[src/rtl/pwr_cycle_pkg.sv]
package pwr_cycle_pkg;
  typedef enum logic [2:0] {
    ST_IDLE  = 3'd0,
    ST_PWRUP = 3'd1,
    ST_WAKE  = 3'd2,
    ST_ACQ   = 3'd3,
    ST_READ  = 3'd4
  } seq_state_t;

  localparam int unsigned N_RAIL  = 3;
  localparam int unsigned RAIL_AN = 0;
  localparam int unsigned RAIL_DC = 1;
  localparam int unsigned RAIL_DG = 2;
endpackage

[src/rtl/pcs_phase_ctr.sv]
// Phase counter within the power period; saturates at the last phase.
module pcs_phase_ctr #(
  parameter int unsigned PERIOD_CYC = 20,
  parameter int unsigned PH_W       = 5
) (
  input  logic            clk,
  input  logic            rst,
  input  logic            restart,
  input  logic            park,
  output logic [PH_W-1:0] ph,
  output logic            at_end
);
  localparam logic [PH_W-1:0] PH_LAST = PH_W'(PERIOD_CYC - 1);

  always_ff @(posedge clk) begin
    if (rst)                ph <= PH_LAST;
    else if (restart)       ph <= '0;
    else if (park)          ph <= PH_LAST;
    else if (ph != PH_LAST) ph <= ph + 1'b1;
  end

  assign at_end = (ph == PH_LAST);
endmodule

[src/rtl/pcs_seq_fsm.sv]
// Cycle state machine: idle/off, power-up, wake veto, acquire, readout.
module pcs_seq_fsm
  import pwr_cycle_pkg::*;
#(
  parameter int unsigned PH_W       = 5,
  parameter int unsigned WINDOW_CYC = 8,
  parameter int unsigned WAKE_CYC   = 4
) (
  input  logic            clk,
  input  logic            rst,
  input  logic            run_en,
  input  logic            ro_start,
  input  logic            ro_done,
  input  logic [PH_W-1:0] ph,
  input  logic            at_end,
  output seq_state_t      st,
  output seq_state_t      st_n,
  output logic            rail_n,
  output logic            restart,
  output logic            park
);
  localparam logic [PH_W-1:0] WAKE_M1 = PH_W'(WAKE_CYC - 1);
  localparam logic [PH_W-1:0] WIN_M1  = PH_W'(WINDOW_CYC - 1);

  logic rail_q;

  always_comb begin
    st_n    = st;
    rail_n  = rail_q;
    restart = 1'b0;
    park    = 1'b0;
    unique case (st)
      ST_IDLE: begin
        if (ro_start) begin
          st_n = ST_READ;
        end else if (run_en && at_end) begin
          st_n    = ST_PWRUP;
          rail_n  = 1'b1;
          restart = 1'b1;
        end else if (!run_en) begin
          park = 1'b1;
        end
      end
      ST_PWRUP: begin
        if (!run_en) begin
          st_n   = ST_IDLE;
          rail_n = 1'b0;
          park   = 1'b1;
        end else begin
          st_n = ST_WAKE;
        end
      end
      ST_WAKE: begin
        if (!run_en) begin
          st_n   = ST_IDLE;
          rail_n = 1'b0;
          park   = 1'b1;
        end else if (ph == WAKE_M1) begin
          st_n = ST_ACQ;
        end
      end
      ST_ACQ: begin
        if (ro_start) begin
          st_n = ST_READ;
        end else if (!run_en) begin
          st_n   = ST_IDLE;
          rail_n = 1'b0;
          park   = 1'b1;
        end else if (ph == WIN_M1) begin
          st_n   = ST_IDLE;
          rail_n = 1'b0;
        end
      end
      ST_READ: begin
        if (ro_done) begin
          st_n   = ST_IDLE;
          rail_n = 1'b0;
        end
      end
      default: begin
        st_n   = ST_IDLE;
        rail_n = 1'b0;
      end
    endcase
  end

  always_ff @(posedge clk) begin
    if (rst) begin
      st     <= ST_IDLE;
      rail_q <= 1'b0;
    end else begin
      st     <= st_n;
      rail_q <= rail_n;
    end
  end
endmodule

[src/rtl/pcs_rail_mux.sv]
// Per-domain supply enable: follows its request or stays on, registered.
module pcs_rail_mux #(
  parameter int unsigned N = 3
) (
  input  logic         clk,
  input  logic         rst,
  input  logic [N-1:0] cfg_pulse,
  input  logic [N-1:0] on_req,
  output logic [N-1:0] pwr
);
  for (genvar i = 0; i < N; i++) begin : g_rail
    always_ff @(posedge clk) begin
      if (rst) pwr[i] <= 1'b0;
      else     pwr[i] <= cfg_pulse[i] ? on_req[i] : 1'b1;
    end
  end
endmodule

[src/rtl/pwr_cycle_seq.sv]
module pwr_cycle_seq
  import pwr_cycle_pkg::*;
#(
  parameter int unsigned PERIOD_CYC = 1250000,
  parameter int unsigned WINDOW_CYC = 250000,
  parameter int unsigned WAKE_CYC   = 12500,
  parameter int unsigned GAP_CYC    = 4
) (
  input  logic clk,
  input  logic rst,
  input  logic run_en,
  input  logic pulse_ana,
  input  logic pulse_dac,
  input  logic pulse_dig,
  input  logic trig_in,
  input  logic ro_start,
  input  logic ro_done,
  output logic pwr_ana,
  output logic pwr_dac,
  output logic pwr_dig,
  output logic acq_en,
  output logic chip_rst,
  output logic start_acq,
  output logic trig_out,
  output logic busy
);
  localparam int unsigned PH_W   = $clog2(PERIOD_CYC);
  localparam logic [PH_W-1:0] GAP_M1 = PH_W'(GAP_CYC - 1);

  logic [PH_W-1:0] ph;
  logic            at_end, restart, park, rail_n;
  seq_state_t      st, st_n;
  logic [N_RAIL-1:0] cfg_pulse, on_req, pwr;

  pcs_phase_ctr #(.PERIOD_CYC(PERIOD_CYC), .PH_W(PH_W)) u_phase (
    .clk(clk), .rst(rst), .restart(restart), .park(park),
    .ph(ph), .at_end(at_end)
  );

  pcs_seq_fsm #(.PH_W(PH_W), .WINDOW_CYC(WINDOW_CYC), .WAKE_CYC(WAKE_CYC)) u_fsm (
    .clk(clk), .rst(rst), .run_en(run_en), .ro_start(ro_start),
    .ro_done(ro_done), .ph(ph), .at_end(at_end), .st(st), .st_n(st_n),
    .rail_n(rail_n), .restart(restart), .park(park)
  );

  always_comb begin
    cfg_pulse          = '0;
    cfg_pulse[RAIL_AN] = pulse_ana;
    cfg_pulse[RAIL_DC] = pulse_dac;
    cfg_pulse[RAIL_DG] = pulse_dig;
    on_req             = '0;
    on_req[RAIL_AN]    = rail_n;
    on_req[RAIL_DC]    = rail_n;
    on_req[RAIL_DG]    = rail_n | (st_n == ST_READ);
  end

  pcs_rail_mux #(.N(N_RAIL)) u_rails (
    .clk(clk), .rst(rst), .cfg_pulse(cfg_pulse), .on_req(on_req), .pwr(pwr)
  );

  assign pwr_ana = pwr[RAIL_AN];
  assign pwr_dac = pwr[RAIL_DC];
  assign pwr_dig = pwr[RAIL_DG];

  always_ff @(posedge clk) begin
    if (rst) begin
      acq_en    <= 1'b0;
      busy      <= 1'b0;
      chip_rst  <= 1'b0;
      start_acq <= 1'b0;
      trig_out  <= 1'b0;
    end else begin
      acq_en    <= (st_n == ST_ACQ);
      busy      <= (st_n == ST_READ);
      chip_rst  <= (st == ST_IDLE) && (st_n == ST_PWRUP);
      start_acq <= ((st == ST_PWRUP) || (st == ST_WAKE)) &&
                   ((st_n == ST_WAKE) || (st_n == ST_ACQ)) && (ph == GAP_M1);
      trig_out  <= trig_in && (st == ST_ACQ);
    end
  end
endmodule

[config.mk]
export PLATFORM = sky130hd
export DESIGN_NAME = pwr_cycle_seq
export DESIGN_NICKNAME = d
export VERILOG_FILES = /design/src/rtl/pwr_cycle_pkg.sv /design/src/rtl/pcs_phase_ctr.sv /design/src/rtl/pcs_seq_fsm.sv /design/src/rtl/pcs_rail_mux.sv /design/src/rtl/pwr_cycle_seq.sv
export SDC_FILE = /design/constraint.sdc
export NUM_CORES = 1
export LEC_CHECK = 0
export BUFFER_PORTS_ARGS = -buffer_cell sky130_fd_sc_hd__buf_2
export CORE_AREA = 2 2 61 63
export CTS_BUF_LIST = sky130_fd_sc_hd__clkbuf_8 sky130_fd_sc_hd__clkbuf_16
export CTS_CLUSTER_SIZE = 24
export DETAILED_ROUTE_END_ITERATION = 16
export DIE_AREA = 0 0 63 65
export PLACE_DENSITY = 0.66
export SLEW_MARGIN = 5
export SYNTH_ARGS = -nofsm -noshare
export SYNTH_HDL_FRONTEND = slang
export SYNTH_SLANG_ARGS = --single-unit
[constraint.sdc]
create_clock -name clk -period 2.7 [get_ports clk]
set_input_delay 0.81 -clock clk [delete_from_list [all_inputs] [get_ports clk]]
set_output_delay 0.81 -clock clk [all_outputs]
set_load 0.01 [all_outputs]
==> flow_metrics.tcl <==
set metrics [dict create \
    die_area_sq_um 4100 \
    grt_use_total_pct 19.7 \
    final.setup.tns_ns 0 \
    worst_setup_path_start_kind "flop" \
    final-max-slew-violation-count 0 \
    grt_first_pass_wirelength_mm 6.20 \
    route.detailed.drc 0 \
    synth_area_sq_um 1600 \
    maxSlewHeadroom_pct 58.6 \
    crit_type "flop to flop" \
    port_buffers 16 \
    cts_tree "done" \
    final.setup.worst_slack_ns 0.442 \
    place_ws_ns 0.455 \
    ys_seq_area_share_pct 41.4 \
    swShare_pct 38.1 \
    avgViaCountPerCell 5.62 \
    wl_mm 3.50 \
    max_stage_delay_ns 0.52 \
    drive_gt1_share_pct 18.6 \
    powerDensity_nw_per_um2 919 \
    p_total_mw 1.67 \
    synthArstFlopShare_pct 0 \
    power_frac_seq_pct 41.9 \
    period_minus_slack_ns 2.26 \
    clock_power_share_pct 21.8 \
    synth_cell_types 45 \
    end_kind "flop" \
    clock_path_buffers 2 \
    cellLeakagePower_nw 0.723 \
    clock_sinks 33 \
    die-height_um 65 \
    p_sw_uw 638 \
    yosysWarningCount 0 \
    crit_start "u_phase.ph[0]" \
    ys.flop_type "dfxtp_1" \
    cts_resized 0 \
    rows 22 \
    finalCritPeriodShare_pct 83.6 \
    hold_path_startpoint "u_phase.ph[15]" \
    area_growth_pct 14.1 \
    fin_worst_skew_ns 0.00293 \
    comb_power_share_pct 36.3 \
    overflow 0 \
    rsz0062_at_grt "false" \
    ant_nets 0 \
    post-cts-setup-buffers 0 \
    worst_skew_pair.late_latency_ns 0.29 \
    outcome "completed" \
    setup_viol 0 \
    internal_power_mw 1.04 \
    initial_core_util_pct 45.7 \
    arrival_ns 2.44 \
    n_fill_cell 360 \
    worst_slew_pin_slew_ns 0.619 \
    grt_pass1_vias 1358 \
    maxCapViolations 0 \
    path_cells "ha_1 > or4b_4 > nor4_4 > a21oi_1 > or2_1 > and4_1" \
    cp.required_ns 2.88 \
    min_path_type "flop to flop" \
    ios 17 \
    avgRoutedWirePerCell_um 13.9 \
    final_net_count 214 \
    antenna_found_initial 0 \
    die_w_um 63 \
    grt_max_degree 11 \
    avgSynthCellArea_sq_um 8.72 \
    synth_edf_count 0 \
    drt_iter0_markers 93 \
    worst-path-max-fanout 7 \
    firstDrtPassIters 4 \
    place_congestion 0.957 \
    r2r-start "u_phase.ph[0]" \
    core-area_sq_um 3500 \
    final-hold-violation-count 0 \
    clk_pin_slew_ns 0.06 \
    post-dp-hpwl_mm 2.59 \
    critical_path.slowest_cell "or4b_4" \
    netlist_instances 183 \
    hold_ws_ns 0.548 \
    root_buffer "clkbuf_8" \
    final_util_pct 52.1 \
    max_freq_mhz 443 \
    routed-via-count 1417 \
    syn_nets 193 \
    cts_hold_buf 0 \
    max-vdd-ir-drop_mv 0.400 \
    cts_buffers 5 \
    ys_seq_elements 33 \
    diodes 0 \
    htreeDepth 2 \
]
synth_stat cells (2+ instances only):
master | number | area, sq um
o211ai_1 | 3 | 22.5
a21oi_1 | 6 | 30.0
o21ai_2 | 2 | 17.5
xor2_1 | 13 | 114
o21a_1 | 2 | 15.0
and3_1 | 5 | 31.3
nand3_1 | 11 | 55.1
clkbuf_1 | 3 | 11.3
and2_1 | 2 | 12.5
and4_1 | 2 | 17.5
nor3_1 | 5 | 25.0
nand4_1 | 11 | 68.8
o21ai_1 | 6 | 30.0
nor4_1 | 5 | 31.3
dfxtp_1 | 33 | 661
or2_2 | 2 | 12.5
nand3b_1 | 3 | 22.5
xnor2_1 | 4 | 35.0
nand2_1 | 15 | 56.3
nor2_1 | 23 | 86.3
a211oi_1 | 2 | 15.0
nor2b_1 | 2 | 12.5
cells in the final DEF (no fill, tap or decap), types with 2 or more instances in the layout:
cell type,instances
a21oi_1,6
o21ai_1,6
nand3_1,11
o211ai_1,3
nand4_1,11
and2_1,2
nand3b_1,3
xor2_1,13
inv_1,2
nor3_1,5
dfxtp_1,33
or2_2,2
o21ai_2,2
buf_4,2
nor2b_1,2
nor2_1,23
buf_2,16
nor4_1,5
and3_1,5
xnor2_1,4
a211oi_1,2
and4_1,2
nand2_1,15
clkbuf_8,6
o21a_1,2
registers in the layout (all words and copies together), names as in the netlist:
signal,cells
u_phase.ph,21
u_fsm.st,3
u_rails.pwr,3
acq_en,1
busy,1
chip_rst,1
start_acq,1
trig_out,1
u_fsm.rail_q,1
critical path, delay by kind of cell, from the launching register on:
family	cells	cell delay, ns
fa+ha+maj	1	0.26
simple gates	4	1.37
compound gates	1	0.11
flops	1	0.41
cell type report:
cell class	instances	area, sq um	area share (%)
repair buffers	18	95.1	5.22
inverters	2	7.51	0.412
clock buffers	6	82.6	4.53
well taps	48	60.1	3.30
clock inverters	1	3.75	0.206
multi-input cells	144	912	50.1
flip-flops and latches	33	661	36.3
path summary, 6_finish.rpt:
check,end,slack [ns],cells after the start
min reg2reg,u_phase.ph[15],0.55,2
min,u_phase.ph[15],0.55,2
max reg2reg,acq_en,0.44,6
max,acq_en,0.44,6
cells by family after synthesis:
group / count (synthesis) / synth area share [%]
compound gates: 26 / 11.8
flops: 33 / 41.4
buf+inv: 6 / 1.49
xor+xnor: 17 / 9.33
fa+ha+maj: 1 / 0.784
simple gates: 100 / 35.3
through the flow:
step / cells / cell area (sq um)
detailed placement: 245 / 1740
finish: 252 / 1820
floorplan: 183 / 1600
CTS: 252 / 1820
global placement: 245 / 1740
global route: 252 / 1820
power by group through the flow:
stage | sequential (mW) | clock (mW) | combinational (mW)
after global placement | 0.702 | 0 | 0.597
after floorplan | 0.662 | 0 | 0.505
after detailed placement | 0.707 | 0 | 0.604
after global routing | 0.719 | 0.403 | 0.685
after CTS | 0.696 | 0.377 | 0.609
final | 0.701 | 0.365 | 0.608
layer usage:
layer | GRT usage (%) | wire (um)
met1 | 22.9 | 1590
met2 | 32.0 | 1620
met3 | 6.77 | 187
met4 | 10.6 | 99
met5 | 0 | 0
Power figures use the tool's default switching activity.
